$ cat config.mk
export PLATFORM = sky130hd
export DESIGN_NAME = wdog_prewarn
export DESIGN_NICKNAME = d
export VERILOG_FILES = /design/src/rtl/wdog_pkg.sv /design/src/rtl/wdog_counter.sv /design/src/rtl/wdog_fsm.sv /design/src/rtl/wdog_prewarn.sv
export SDC_FILE = /design/constraint.sdc
export NUM_CORES = 1
export LEC_CHECK = 0
export BUFFER_PORTS_ARGS = -buffer_cell sky130_fd_sc_hd__buf_2
export CAP_MARGIN = 20
export CORE_MARGIN = 2
export CORE_UTILIZATION = 40
export DETAILED_ROUTE_END_ITERATION = 7
export PLACE_DENSITY = 0.65
export SLEW_MARGIN = 20
export SYNTH_ARGS = -nofsm -noshare
export SYNTH_HDL_FRONTEND = slang
export SYNTH_SLANG_ARGS = --single-unit
$ cat constraint.sdc
create_clock -name clk_i -period 2.3 [get_ports clk_i]
set_clock_uncertainty 0.05 [all_clocks]
set_input_delay 0 -clock clk_i [delete_from_list [all_inputs] [get_ports clk_i]]
set_output_delay 0 -clock clk_i [all_outputs]
set_load 0.005 [all_outputs]
$ cat src/rtl/wdog_pkg.sv
package wdog_pkg;
  typedef enum logic [1:0] {
    WD_OFF   = 2'd0,
    WD_RUN   = 2'd1,
    WD_GRACE = 2'd2,
    WD_FIRED = 2'd3
  } wd_state_e;
endpackage

$ cat src/rtl/wdog_counter.sv
module wdog_counter #(
  parameter int unsigned LW = 9
) (
  input  logic          clk_i,
  input  logic          rst_ni,
  input  logic          load_i,
  input  logic [LW-1:0] load_val_i,
  input  logic          run_i,
  input  logic          tick_i,
  output logic          expire_o
);
  logic [LW-1:0] cnt_q;

  always_ff @(posedge clk_i or negedge rst_ni) begin
    if (!rst_ni)                                   cnt_q <= '0;
    else if (load_i)                               cnt_q <= load_val_i;
    else if (run_i && tick_i && (cnt_q != '0))     cnt_q <= cnt_q - 1'b1;
  end

  // last tick of the current count
  assign expire_o = run_i && tick_i && (cnt_q == LW'(1));
endmodule

$ cat src/rtl/wdog_fsm.sv
module wdog_fsm
  import wdog_pkg::*;
(
  input  logic clk_i,
  input  logic rst_ni,
  input  logic wr_i,
  input  logic wr_en_i,
  input  logic expire_i,
  output logic run_o,
  output logic load_o,
  output logic sel_grace_o,
  output logic nmi_o,
  output logic sys_rst_o
);
  wd_state_e state_q, state_d;
  logic nmi_q, nmi_d, rst_q, rst_d;
  logic wr_ok;

  assign wr_ok = wr_i && (state_q != WD_FIRED);

  always_comb begin
    state_d = state_q;
    nmi_d   = nmi_q;
    rst_d   = rst_q;
    if (wr_ok) begin
      state_d = wr_en_i ? WD_RUN : WD_OFF;
      nmi_d   = 1'b0;
    end else if (expire_i) begin
      unique case (state_q)
        WD_RUN: begin
          state_d = WD_GRACE;
          nmi_d   = 1'b1;
        end
        WD_GRACE: begin
          state_d = WD_FIRED;
          rst_d   = 1'b1;
        end
        default: ;
      endcase
    end
  end

  always_ff @(posedge clk_i or negedge rst_ni) begin
    if (!rst_ni) begin
      state_q <= WD_OFF;
      nmi_q   <= 1'b0;
      rst_q   <= 1'b0;
    end else begin
      state_q <= state_d;
      nmi_q   <= nmi_d;
      rst_q   <= rst_d;
    end
  end

  assign run_o       = (state_q == WD_RUN) || (state_q == WD_GRACE);
  assign load_o      = wr_ok || (expire_i && (state_q == WD_RUN));
  assign sel_grace_o = !wr_ok;
  assign nmi_o       = nmi_q;
  assign sys_rst_o   = rst_q;
endmodule

$ cat src/rtl/wdog_prewarn.sv
module wdog_prewarn #(
  parameter int unsigned CNT_W       = 8,
  parameter int unsigned GRACE_TICKS = 10
) (
  input  logic             clk_i,
  input  logic             rst_ni,
  input  logic             tick_i,
  input  logic             wr_i,
  input  logic             wr_en_i,
  input  logic [CNT_W-1:0] wr_count_i,
  output logic             nmi_o,
  output logic             sys_rst_o
);
  localparam int unsigned LW = CNT_W + 1;
  localparam logic [LW-1:0] GRACE_V = LW'(GRACE_TICKS);
  localparam logic [LW-1:0] FULL_V  = LW'(1) << CNT_W;

  logic          run, load, sel_grace, expire;
  logic [LW-1:0] wr_val, load_val;

  // zero count means a full wrap
  assign wr_val   = (wr_count_i == '0) ? FULL_V : {1'b0, wr_count_i};
  assign load_val = sel_grace ? GRACE_V : wr_val;

  wdog_counter #(.LW(LW)) u_cnt (
    .clk_i      (clk_i),
    .rst_ni     (rst_ni),
    .load_i     (load),
    .load_val_i (load_val),
    .run_i      (run),
    .tick_i     (tick_i),
    .expire_o   (expire)
  );

  wdog_fsm u_fsm (
    .clk_i       (clk_i),
    .rst_ni      (rst_ni),
    .wr_i        (wr_i),
    .wr_en_i     (wr_en_i),
    .expire_i    (expire),
    .run_o       (run),
    .load_o      (load),
    .sel_grace_o (sel_grace),
    .nmi_o       (nmi_o),
    .sys_rst_o   (sys_rst_o)
  );
endmodule

# Word-level counts from Yosys, hierarchy flattened
# Cells that the tools add are included.
[op_classes]
n_reduce_logical = 16
eq_ne = 4
muxes = 11
n_bitwise = 1
addsub = 1
[op_table]
columns = ["op", "n"]
rows = [
  ["$mux W9", 4],
  ["$eq A9 B1 Y1 const B", 1],
  ["$reduce_bool A9 Y1", 1],
  ["$sub A9 B1 Y9 const B", 1],
  ["$logic_not A8 Y1", 1],
  ["$reduce_bool A2 Y1", 3],
  ["$logic_and A1 B1 Y1", 5],
  ["$mux W1", 4],
  ["$mux W2", 2],
  ["$pmux W2 S2", 1],
  ["$reduce_and A2 Y1", 2],
  ["$reduce_and A3 Y1", 1],
  ["$reduce_bool A3 Y1", 1],
  ["$eq A2 B1 Y1 const B", 1],
  ["$eq A2 B2 Y1 const B", 1],
  ["$logic_or A1 B1 Y1", 2],
  ["$ne A2 B2 Y1 const B", 1],
  ["$not A1 Y1", 1],
]
[word_totals]
register_bits = 13
wordCells = 37
output_inout_bits = 2
input_bits = 13

# Logic depth before layout (Yosys ltp)
# Gate-level depths: netlist of the first run.
[logic_depth]
word_depth = 7
ltp_mapped = 7
ltp_nobuf = 6

# Cells and area by module
# Synthesis of the first run repeated with hierarchy kept, for this count alone.
[hier_totals]
cells_unflattened = 108
area_unflattened_um2 = 950.9
[by_module_without_submodules]
columns = ["mod", "n_inst", "cells_per_inst", "area_per_inst_um2"]
rows = [
  ["wdog_counter", 1, 70, 618.1],
  ["wdog_fsm", 1, 27, 255.2],
  ["wdog_prewarn", 1, 11, 77.6],
]

# Worst setup path after synthesis of the first run
# OpenSTA, ideal clock, no wires.
[synth_path]
path_kind = "register to register"
from = "register u_fsm.state_q[0]"
to = "register u_cnt.cnt_q[6]"
stages_incl_launch_ff = 8
n_path_buf = 1
path_slack_ns = 0.497
arrival_ns = 1.632
synth_period_minus_slack_ns = 1.803
required_time_ns = 2.129
path_cell_list = "dfrtp_1 -> inv_1 -> ha_1 -> nor2b_1 -> and4_2 -> buf_6 -> or3_4 -> a2bb2oi_1"
[synth_between]
elab_chain_len = 7
elab_cells_between_ends = 13
classes_between = "3 x eq/ne; 2 x mux; 8 x reduce/logical"
[synth_lines]
columns = ["item", "line", "rtl"]
rows = [
  ["start, declared", "wdog_fsm.sv:15", "wd_state_e state_q, state_d;"],
  ["start signal, assigned", "wdog_fsm.sv:49", "state_q <= state_d;"],
  ["$eq A2 B1 Y1 or $eq A2 B2 Y1 (tied branches)", "wdog_fsm.sv:55, wdog_fsm.sv:56", ""],
  ["$logic_or A1 B1 Y1", "wdog_fsm.sv:55", "assign run_o = (state_q == WD_RUN) || (state_q == WD_GRACE);"],
  ["$logic_and A1 B1 Y1", "wdog_counter.sv:17, wdog_counter.sv:21", ""],
  ["$logic_and A1 B1 Y1", "wdog_counter.sv:21", "assign expire_o = run_i && tick_i && (cnt_q == LW'(1));"],
  ["$logic_and A1 B1 Y1", "wdog_fsm.sv:56", "assign load_o = wr_ok || (expire_i && (state_q == WD_RUN));"],
  ["$logic_or A1 B1 Y1", "wdog_fsm.sv:56", ""],
  ["$mux W9 or $reduce_bool A2 Y1 (tied branches)", "--", ""],
  ["end signal, assigned", "wdog_counter.sv:16", "else if (load_i) cnt_q <= load_val_i;"],
  ["end signal, assigned", "wdog_counter.sv:17", "else if (run_i && tick_i && (cnt_q != '0)) cnt_q <= cnt_q - 1'b1;"],
  ["end, declared", "wdog_counter.sv:12", "logic [LW-1:0] cnt_q;"],
]
# Parallel ways exist; a longest one is shown, timed or not.
# A chain may end at the register's enable or synchronous reset.

# Final worst setup path of the first run
[layout_path]
from = "register u_fsm.state_q[0]"
to = "register u_cnt.cnt_q[8]"
# The elaborated chain is that of the path after synthesis.

==> results of run 1 <==
-- flip-flops by register name, indices dropped and copies added, names as in the netlist --
register,flops
u_fsm.nmi_o,1
u_fsm.state_q,2
u_cnt.cnt_q,9
u_fsm.sys_rst_o,1
-- what timing repair did --
item / in CTS / in global routing
hold buffers: 11 / 0
hold endpoints to repair: 21 / 0
endpoints found under the setup margin: 0 / 0
-- layout by cell type, fill, tap and decap left out, types with 2 or more instances in the layout --
| master | n |
|---|---|
| buf_2 | 14 |
| dfrtp_1 | 13 |
| dlygate4sd3_1 | 11 |
| nand2_1 | 7 |
| nand4_1 | 7 |
| ha_1 | 6 |
| inv_1 | 5 |
| nor3_1 | 5 |
| nor4_1 | 5 |
| nor2_1 | 5 |
| a2bb2oi_1 | 4 |
| a211oi_1 | 4 |
| buf_4 | 4 |
| nand3_1 | 3 |
| clkbuf_4 | 3 |
| nor2b_1 | 2 |
| nand2b_1 | 2 |
| a21o_1 | 2 |
| a311o_1 | 2 |
| a211oi_2 | 2 |
-- worst min-delay path, stage by stage --
cell and delay (ps):
buf_2 110, nor2_1 50, o211ai_1 150
-- layer usage --
layer	share of wire (%)	wire, µm	vias up
li1	-	-	433
met1	46	1027	406
met2	47	1043	22
met3	3.5	77	6
met4	2.8	61	0
met5	0	0	-
-- power by group --
group	internal, µW	switching, µW
Sequential	248	34.3
Combinational	82.8	80.1
Clock	67.3	79.1
Total	398	193
-- cell usage after synthesis (2+ instances only) --
cell type   n
inv_1       5
nor2_1      5
nor4_1      5
a211oi_1    4
nand3_1     3
ha_1        6
nor3_1      5
nand2_1     7
a311o_1     2
a21o_1      2
a2bb2oi_1   4
nand4_1     7
nand2b_1    2
nor2b_1     2
a211oi_2    2
dfrtp_1    13
clkbuf_1    2
-- area by class of cell --
cell class	instances	area, µm²	area share (%)
Clock buffer	4	26.28	2.222
Sequential cell	13	325.3	27.51
Tap cell	28	35.03	2.963
Inverter	5	18.77	1.587
Timing Repair Buffer	29	210.2	17.78
Multi-Input combinational cell	75	566.8	47.94
-- through the flow --
stage / instances / instance area [µm²] / setup WS [ps] / hold slack (ps)
6_report: 154 / 1182 / 199.3 / 24.75
4_1_cts: 154 / 1182 / 213.1 / 21.31
2_1_floorplan: 98 / 938.4 / 496.9 / -345.6
3_3_place_gp: 139 / 1046 / 366.5 / -145.9
5_1_grt: 154 / 1182 / 88.26 / 32.59
3_5_place_dp: 139 / 1046 / 365.1 / -137.2
-- cells by family after synthesis --
logic type / count (synthesis) / share of synthesized area (%)
adder cells (fa/ha/maj): 6 / 8.000
AND/OR/NAND/NOR: 44 / 28.27
multiplexers: 1 / 1.067
flip-flops: 13 / 34.67
buffers and inverters: 10 / 4.933
AO/OA/AOI/OAI: 24 / 23.07
-- path summary, 6_finish.rpt --
| path | startpoint | to | slack [ps] |
|---|---|---|---|
| worst min-delay path | wr_count_i[3] | u_cnt.cnt_q[3]$_DFFE_PN0P_ | 20 |
| min in group asynchronous | rst_ni | u_cnt.cnt_q[2]$_DFFE_PN0P_ | 80 |
| worst max register to register | u_fsm.state_q[0]$_DFFE_PN0P_ | u_cnt.cnt_q[8]$_DFFE_PN0P_ | 200 |
| worst min register to register | u_fsm.sys_rst_o$_DFFE_PN0P_ | u_fsm.sys_rst_o$_DFFE_PN0P_ | 420 |
| max in group asynchronous | rst_ni | u_cnt.cnt_q[5]$_DFFE_PN0P_ | 1880 |
| worst max-delay path | u_fsm.state_q[0]$_DFFE_PN0P_ | u_cnt.cnt_q[8]$_DFFE_PN0P_ | 200 |
==> key figures, run 1 <==
Detailed routing
  • Initial DRT Pass Iterations: 4
  • Starting DRT DRC Count: 27
  • Routed Antenna Nets: 0
  • DRT Wirelength: 2210 µm
  • Vias: 867
  • Drt drc: 0
  • Via-to-Cell Ratio: 5.630
  • Routed WL per cell: 14.35 µm

Global routing
  • Met1 Usage GRT: 25.49%
  • Gr usage total: 19.20%
  • Gr busiest metal: met2
  • Met2 global-route usage: 28.75%
  • Grt ovf: 0
  • Vias in the first global route: 812
  • First-pass GRT wire length: 3781 µm
  • M3 GR Usage: 2.857%
  • Largest net degree at the start of global routing: 21
  • Initial antenna violation count: 0

Setup path
  • Stages on worst setup path: 6
  • CP Max Fanout: 10
  • Worst EP arrival: 2260 ps
  • R2r worst-path depth: 6
  • Top delay family on crit path: simple AND/OR/NAND/NOR gates
  • Crit path buf inv count: 1
  • CP max-delay cell: dlygate4sd3_1
  • Worst EP required: 2460 ps
  • Crit start category: register
  • Kind of critical path: reg2reg
  • Critical Path Max Stage Delay: 570 ps
  • CP cell instances: ha_1, nand2b_1, nor2_1, nand3_1, dlygate4sd3_1, a2bb2oi_1
  • Critical path capture point type: register

Final layout
  • Final Util: 53.45%
  • Fillers: 207
  • Antenna diode count: 0
  • Area delta synth->final: 26.00%
  • Share of cells above drive strength 1: 24.60%
  • # nets final: 146

Yosys
  • Mean post-synth cell area: 9.576 µm²
  • Top cell type's share of synthesized area: 34.67%
  • Ys Warns: 0
  • Biggest area consumer among synthesized cells: dfrtp_1
  • Flops & latches, synth: 13
  • Post-synth EDFFs: 0
  • Post-synthesis cell area: 938.4 µm²
  • Synth async-reset ratio: 100.0%
  • Yosys cell types: 39
  • Sequential area share after synthesis: 34.67%
  • Gate Count Post-Synth: 98
  • Dominant synthesized flop cell: dfrtp_1
  • Post-Syn Nets: 117
  • Synth area leaders: dfrtp_1, ha_1, nand4_1, a2bb2oi_1, nor4_1

Clock tree
  • H-tree depth: 1
  • Root Buffer: clkbuf_4
  • Sink Count: 13
  • CTS-repair resized insts: 0
  • CTS Buf Count: 3
  • Clock tree buffer depth: 2
  • Number of buffers added for setup after CTS: 0
  • Clk_lat worst skew: 280 ps
  • Clk pin slew, worst setup/hold paths: 90 ps
  • TritonCTS clock tree: built

Place
  • GPL Wtd Cong: 0.7956
  • Input/output buffers: 14
  • Dpl hpwl: 1627 µm

Timing
  • Final Slew Violations: 0
  • Final Hold Vio Count: 0
  • Period minus WS final: 2101 ps
  • Worst-margin pin slew: 407.4 ps
  • Setup-failing EPs final: 0
  • Setup TNS: 0 ps
  • Final worst-path cycle share: 91.34%
  • Fmax: 476.0 MHz
  • RSZ-0062 raised after global routing: no
  • Slew headroom: 72.45%

Min path
  • Worst Hold Path Cells: 3
  • Worst hold path type: in2reg

Floorplanning
  • Row count: 17
  • Die Span Y: 52.44 µm
  • Core area: 0.002212 mm²
  • Overall die width: 52.44 µm
  • I/O pin count: 15
  • Initial Utilization: 42.42%
  • DIE AREA: 0.002749 mm²

Power and ir drop
  • P per Cell Area: 500.1 mW/mm²
  • P_leak: 0.0005317 µW
  • Maximum vdd drop: 350.1 µV
  • Total power: 591.3 µW

Run
  • Number of max-cap violations: 0

Status
  • Status: finished clean
Note: power is estimated with default switching activity, not from simulation.
==> run 2: changes to the inputs <==
--- a/config.mk
+++ b/config.mk
@@ -5,12 +5,13 @@
 export SDC_FILE = /design/constraint.sdc
 export NUM_CORES = 1
 export LEC_CHECK = 0
+export ABC_CLOCK_PERIOD_IN_PS = 1900
 export BUFFER_PORTS_ARGS = -buffer_cell sky130_fd_sc_hd__buf_2
 export CAP_MARGIN = 20
-export CORE_MARGIN = 2
+export CORE_MARGIN = 1
 export CORE_UTILIZATION = 40
 export DETAILED_ROUTE_END_ITERATION = 7
-export PLACE_DENSITY = 0.65
+export PLACE_DENSITY = 0.67
 export SLEW_MARGIN = 20
 export SYNTH_ARGS = -nofsm -noshare
 export SYNTH_HDL_FRONTEND = slang
==> constraint.sdc (replaced) <==
create_clock -name clk_i -period 1.9 [get_ports clk_i]
set_clock_uncertainty 0.05 [all_clocks]
set_input_delay 0 -clock clk_i [delete_from_list [all_inputs] [get_ports clk_i]]
set_output_delay 0 -clock clk_i [all_outputs]
set_load 0.005 [all_outputs]
==> run 2 against run 1 <==
Global-route usage rose by 3.4 points; sequential share of layout area fell by 1.5 points; critical path depth up 1; die area is 7.5% lower; routed wire length rose by 11%; final area grew 5.6%; first-iteration DRC count fell by 33%; total power is 29% higher; sequential cell count did not move; count of clock-buffer cells in the layout stayed put; clock power rose by 25%; critical endpoint is now u_cnt.cnt_q[2]$_DFFE_PN0P_.
==> key figures, run 2 (synthesized netlist as in run 1, its figures left out) <==
Final layout
  • Area delta synth->final: 33.07% (was 26.00%)
  • Most common cell after layout, fill and taps aside: buf_2 (unchanged)
  • Final std cells w/o fill: 161 (was 154)
  • Antenna diode count: 0 (unchanged)
  • Share of cells above drive strength 1: 30.08% (was 24.60%)
  • Post-route cell area: 0.001249 mm² (was 0.001182 mm²)
  • Biggest regs: u_cnt.cnt_q x9, u_fsm.state_q x2 (unchanged)
  • Final Util: 56.45% (was 53.45%)
  • Biggest register: u_cnt.cnt_q (unchanged)
  • Largest register FFs: 9 (unchanged)
  • Commonest non-fill, non-tap cells in the layout: buf_2, dfrtp_1, buf_4 (was buf_2, dfrtp_1, dlygate4sd3_1)
  • # nets final: 153 (was 146)

Clock tree
  • Sink Count: 13 (unchanged)
  • TritonCTS clock tree: built (unchanged)
  • Clock tree buffer depth: 2 (unchanged)
  • Root Buffer: clkbuf_4 (unchanged)
  • H-tree depth: 1 (unchanged)
  • Clk pin slew, worst setup/hold paths: 80 ps (was 90 ps)
  • Clk_lat worst skew: 290 ps (was 280 ps)
  • CTS Buf Count: 3 (unchanged)

Setup path
  • CP max-delay cell: dfrtp_1 (was dlygate4sd3_1)
  • Critical path capture point type: register (unchanged)
  • Critical Path Max Stage Delay: 390 ps (was 570 ps)
  • CP cell instances: inv_1, ha_1, nor2b_1, buf_4, nand4_1, a31oi_1, nor3_1 (was ha_1, nand2b_1, nor2_1, nand3_1, dlygate4sd3_1, a2bb2oi_1)
  • Crit start category: register (unchanged)
  • CP Max Fanout: 6 (was 10)
  • Worst EP arrival: 1920 ps (was 2260 ps)
  • Worst EP required: 2020 ps (was 2460 ps)
  • Kind of critical path: reg2reg (unchanged)

Timing
  • Final Slew Violations: 0 (unchanged)
  • Final worst-path cycle share: 94.61% (was 91.34%)
  • RSZ-0062 raised after global routing: no (unchanged)
  • Worst-margin pin slew: 410.9 ps (was 407.4 ps)
  • Slew headroom: 72.60% (was 72.45%)
  • WHS: 12.22 ps (was 24.75 ps)
  • Period minus WS final: 1798 ps (was 2101 ps)
  • Final Hold Vio Count: 0 (unchanged)
  • Setup-failing EPs final: 0 (unchanged)
  • Fmax: 556.3 MHz (was 476.0 MHz)

Detailed routing
  • DRT Wirelength: 2447 µm (was 2210 µm)
  • Starting DRT DRC Count: 18 (was 27)
  • Initial DRT Pass Iterations: 4 (unchanged)
  • Routed Antenna Nets: 0 (unchanged)
  • Drt drc: 0 (unchanged)
  • Vias: 949 (was 867)
  • Routed WL per cell: 15.20 µm (was 14.35 µm)
  • Via-to-Cell Ratio: 5.894 (was 5.630)

Power and ir drop
  • Logic pwr share: 31.7% (was 27.5%)
  • P_int: 508.2 µW (was 397.8 µW)
  • Maximum vdd drop: 454.7 µV (was 350.1 µV)
  • Clock power share: 24.0% (was 24.7%)
  • P per Cell Area: 610.7 mW/mm² (was 500.1 mW/mm²)
  • Seq pwr share: 44.4% (was 47.7%)
  • Net switching power: 254.4 µW (was 193.5 µW)
  • Sw frac: 33.36% (was 32.72%)
  • P_leak: 0.0005738 µW (was 0.0005317 µW)

Global routing
  • Grt ovf: 0 (unchanged)
  • Vias in the first global route: 948 (was 812)
  • Initial antenna violation count: 0 (unchanged)
  • First-pass GRT wire length: 4215 µm (was 3781 µm)
  • Gr usage total: 22.63% (was 19.20%)
  • Largest net degree at the start of global routing: 17 (was 21)

Status
  • Status: finished clean (unchanged)

Floorplanning
  • DIE AREA: 0.002544 mm² (was 0.002749 mm²)
  • I/O pin count: 15 (unchanged)
  • Die Span Y: 50.44 µm (was 52.44 µm)
  • Initial Utilization: 42.42% (unchanged)
  • Overall die width: 50.44 µm (was 52.44 µm)
  • Core area: 0.002212 mm² (unchanged)
  • Row count: 17 (unchanged)

Run
  • Number of max-cap violations: 0 (unchanged)

Place
  • Dpl hpwl: 1782 µm (was 1627 µm)
  • GPL Wtd Cong: 0.8437 (was 0.7956)
  • Placed insts: 146 (was 139)
  • Input/output buffers: 14 (unchanged)
  • Placed Area: 0.001099 mm² (was 0.001046 mm²)

Min path
  • Worst hold path type: in2reg (unchanged)
-- run 2: worst paths after layout --
| check | start | end | slack [ps] | cells past startpoint |
|---|---|---|---|---|
| min in group asynchronous | rst_ni | u_fsm.sys_rst_o$_DFFE_PN0P_ | 80 | 2 |
| min | wr_count_i[3] | u_cnt.cnt_q[3]$_DFFE_PN0P_ | 10 | 3 |
| max in group asynchronous | rst_ni | u_fsm.state_q[0]$_DFFE_PN0P_ | 1480 | 2 |
| max reg2reg | u_fsm.state_q[0]$_DFFE_PN0P_ | u_cnt.cnt_q[2]$_DFFE_PN0P_ | 100 | 7 |
| min reg2reg | u_fsm.sys_rst_o$_DFFE_PN0P_ | u_fsm.sys_rst_o$_DFFE_PN0P_ | 430 | 1 |
| max | u_fsm.state_q[0]$_DFFE_PN0P_ | u_cnt.cnt_q[2]$_DFFE_PN0P_ | 100 | 7 |
-- run 2: metal layers --
layer	vias up	part of all wire [%]	GRT usage (%)	routed length [µm]
met1	462	44	27.68	1087
met4	0	2.2	9.259	55
li1	453	-	-	-
met5	-	0	0	0
met2	28	49	37.56	1197
met3	6	4.3	5.758	106
-- run 2: critical path, delay by kind of cell, from the launching register on --
family | cells | cell delay (ps)
AND/OR/NAND/NOR | 3 | 460
flip-flops | 1 | 390
adder cells (fa/ha/maj) | 1 | 310
buffers and inverters | 2 | 240
AO/OA/AOI/OAI | 1 | 230
-- run 2: final cells by class --
type,instances,area (µm²)
fillers,205,963.4
well taps,28,35.03
flip-flops and latches,13,325.3
repair buffers,36,260.3
inverters,5,18.77
clock buffers,4,26.28
multi-input cells,75,583.1
-- run 2: per-stage QoR --
step	TNS (ps)	setup WS, ps	power (µW)
after floorplan	0	96.88	471.1
after global placement	0	77.75	551.1
after detailed placement	-177.6	-49.15	557.6
after CTS	0	62.51	759.6
after global routing	0	7.744	805.8
final	0	102.4	762.6
-- run 2: power groups by stage --
| stage | clock (µW) | combinational [µW] | sequential, µW |
|---|---|---|---|
| after global routing | 195 | 268 | 343 |
| after CTS | 189 | 235 | 336 |
| after detailed placement | 0 | 218 | 340 |
| final | 183 | 242 | 338 |
| after floorplan | 0 | 140 | 331 |
| after global placement | 0 | 213 | 338 |
-- run 2: timing repair --
action / in CTS / in global routing
endpoints found under the setup margin: 5 / 6
hold endpoints to repair: 21 / 0
buffers inserted: 0 / 1
hold buffers: 10 / 0
gates resized for setup: 1 / 2
==> run 3: changes to the inputs <==
--- a/config.mk
+++ b/config.mk
@@ -11,6 +11,7 @@
 export CORE_MARGIN = 1
 export CORE_UTILIZATION = 40
 export DETAILED_ROUTE_END_ITERATION = 7
+export HOLD_SLACK_MARGIN = 0.03
 export PLACE_DENSITY = 0.67
 export SLEW_MARGIN = 20
 export SYNTH_ARGS = -nofsm -noshare
==> run 3 against run 2 <==
Die area is the same; routed wire length grew 0.12%; setup slack is the same; register-to-register slack is essentially flat; final cell count grew 0.62%; first-iteration DRC count is the same; via count grew 0.21%.
==> key figures, run 3 (synthesized netlist as in run 1, its figures left out) <==
Status
  • Status: finished clean (unchanged)

Detailed routing
  • Routed Antenna Nets: 0 (unchanged)
  • Via-to-Cell Ratio: 5.870 (was 5.894)
  • Routed WL per cell: 15.12 µm (was 15.20 µm)
  • Drt drc: 0 (unchanged)
  • Initial DRT Pass Iterations: 4 (unchanged)
  • DRT Wirelength: 2450 µm (was 2447 µm)
  • Vias: 951 (was 949)
  • Starting DRT DRC Count: 18 (unchanged)

Timing
  • Slew headroom: 72.60% (unchanged)
  • Final WS setup: 102.4 ps (unchanged)
  • Final Hold Vio Count: 0 (unchanged)
  • Final Slew Violations: 0 (unchanged)
  • Worst-margin pin slew: 410.9 ps (unchanged)
  • Fmax: 556.3 MHz (unchanged)
  • Final worst-path cycle share: 94.61% (unchanged)
  • Period minus WS final: 1798 ps (unchanged)
  • RSZ-0062 raised after global routing: no (unchanged)
  • Setup-failing EPs final: 0 (unchanged)

Setup path
  • Worst EP required: 2020 ps (about the same)
  • R2r worst-path depth: 7 (unchanged)
  • Worst EP arrival: 1920 ps (about the same)
  • Critical path capture point type: register (unchanged)
  • Kind of critical path: reg2reg (unchanged)
  • Crit start category: register (unchanged)
  • CP Max Fanout: 6 (unchanged)
  • Reg-to-reg slack, setup: 100 ps (about the same)

Place
  • Placed Area: 0.001099 mm² (unchanged)
  • Placed insts: 146 (unchanged)
  • Dpl hpwl: 1782 µm (unchanged)
  • Input/output buffers: 14 (unchanged)
  • GPL Wtd Cong: 0.8437 (unchanged)
  • Setup WS pre-CTS: -49.15 ps (unchanged)

Global routing
  • Met2 global-route usage: 37.56% (unchanged)
  • M3 GR Usage: 5.758% (unchanged)
  • Gr busiest metal: met2 (unchanged)
  • Met1 Usage GRT: 27.68% (unchanged)
  • Grt ovf: 0 (unchanged)
  • Vias in the first global route: 948 (unchanged)
  • Initial antenna violation count: 0 (unchanged)
  • Gr usage total: 22.63% (unchanged)
  • First-pass GRT wire length: 4215 µm (unchanged)
  • Largest net degree at the start of global routing: 17 (unchanged)

Power and ir drop
  • Logic pwr share: 31.8% (was 31.7%)
  • P_leak: 0.0005780 µW (was 0.0005738 µW)
  • Net switching power: 254.6 µW (was 254.4 µW)
  • Clock power share: 23.9% (was 24.0%)
  • P per Cell Area: 607.1 mW/mm² (was 610.7 mW/mm²)
  • Sw frac: 33.32% (was 33.36%)
  • Seq pwr share: 44.3% (was 44.4%)
  • P_int: 509.6 µW (was 508.2 µW)
  • Maximum vdd drop: 454.7 µV (about the same)

Clock tree
  • Clk_lat worst skew: 290 ps (about the same)
  • TritonCTS clock tree: built (unchanged)
  • CTS Buf Count: 3 (unchanged)
  • H-tree depth: 1 (unchanged)
  • Root Buffer: clkbuf_4 (unchanged)
  • Clk pin slew, worst setup/hold paths: 80 ps (about the same)
  • Sink Count: 13 (unchanged)
  • Clock tree buffer depth: 2 (unchanged)

Floorplanning
  • I/O pin count: 15 (unchanged)
  • Row count: 17 (unchanged)
  • Core area: 0.002212 mm² (unchanged)
  • Overall die width: 50.44 µm (unchanged)
  • DIE AREA: 0.002544 mm² (unchanged)
  • Initial Utilization: 42.42% (unchanged)
  • Die Span Y: 50.44 µm (unchanged)

Final layout
  • FF/Latch Area: 325.3 µm² (unchanged)
  • Commonest non-fill, non-tap cells in the layout: buf_2, dfrtp_1, buf_4 (unchanged)
  • Biggest register: u_cnt.cnt_q (unchanged)
  • Biggest regs: u_cnt.cnt_q x9, u_fsm.state_q x2 (unchanged)
  • Post-route cell area: 0.001259 mm² (was 0.001249 mm²)
  • Area delta synth->final: 34.13% (was 33.07%)
  • Antenna diode count: 0 (unchanged)
  • Fillers: 204 (was 205)
  • # nets final: 154 (was 153)
  • Most common cell after layout, fill and taps aside: buf_2 (unchanged)
  • Largest register FFs: 9 (unchanged)
  • Final std cells w/o fill: 162 (was 161)
  • Multi-input logic area: 583.1 µm² (unchanged)
  • Share of cells above drive strength 1: 29.85% (was 30.08%)

Min path
  • Worst hold path type: in2async (was in2reg)

Run
  • Number of max-cap violations: 0 (unchanged)
run 3: cell type report:
type | instances | share of cell area (%)
inverter | 5 | 1.491
multi-input combinational | 75 | 46.32
timing repair buffer | 37 | 21.47
tap | 28 | 2.783
clock buffer | 4 | 2.087
sequential | 13 | 25.84
run 3: path summary, 6_finish.rpt:
check | to | start
worst max-delay path | u_cnt.cnt_q[2]$_DFFE_PN0P_ | u_fsm.state_q[0]$_DFFE_PN0P_
worst min-delay path | u_fsm.sys_rst_o$_DFFE_PN0P_ | rst_ni
worst max register to register | u_cnt.cnt_q[2]$_DFFE_PN0P_ | u_fsm.state_q[0]$_DFFE_PN0P_
worst min register to register | u_fsm.sys_rst_o$_DFFE_PN0P_ | u_fsm.sys_rst_o$_DFFE_PN0P_
max in group asynchronous | u_fsm.state_q[0]$_DFFE_PN0P_ | rst_ni
min in group clk_i | u_cnt.cnt_q[3]$_DFFE_PN0P_ | tick_i
run 3: repair_timing:
item	4_1_cts	5_1_grt
resized for setup	1	2
buffers inserted	0	1
hold buffers	11	0
setup endpoints to repair	5	6
hold endpoints to repair	22	0
run 3: power groups by stage:
stage / Combinational [µW] / Sequential (µW) / Clock, µW
3_5_place_dp: 218 / 340 / 0
6_report: 243 / 338 / 183
2_1_floorplan: 140 / 331 / 0
4_1_cts: 236 / 336 / 189
5_1_grt: 270 / 343 / 195
3_3_place_gp: 213 / 338 / 0
run 3: layer usage:
metal  up-vias  share of wire (%)
met5         -                  0
met3         6                4.2
met4         0                2.2
li1        455                  -
met2        28                 49
met1       462                 45
run 3: critical path, cell delays in order, from the launching register on:
cell	delay, ps
dfrtp_1	390
inv_1	60
ha_1	310
nor2b_1	190
buf_4	180
nand4_1	210
a31oi_1	230
nor3_1	60
run 3: metrics by stage:
stage | setup TNS [ps] | hold WS (ps) | utilization (%) | total power, µW
3_3_place_gp | 0 | -140.7 | 49.66 | 551.1
6_report | 0 | 75.38 | 56.90 | 764.2
4_1_cts | 0 | 82.30 | 56.11 | 761.2
2_1_floorplan | 0 | -345.6 | - | 471.1
3_5_place_dp | -177.6 | -132.3 | 49.66 | 557.6
5_1_grt | 0 | 113.9 | 56.90 | 807.4
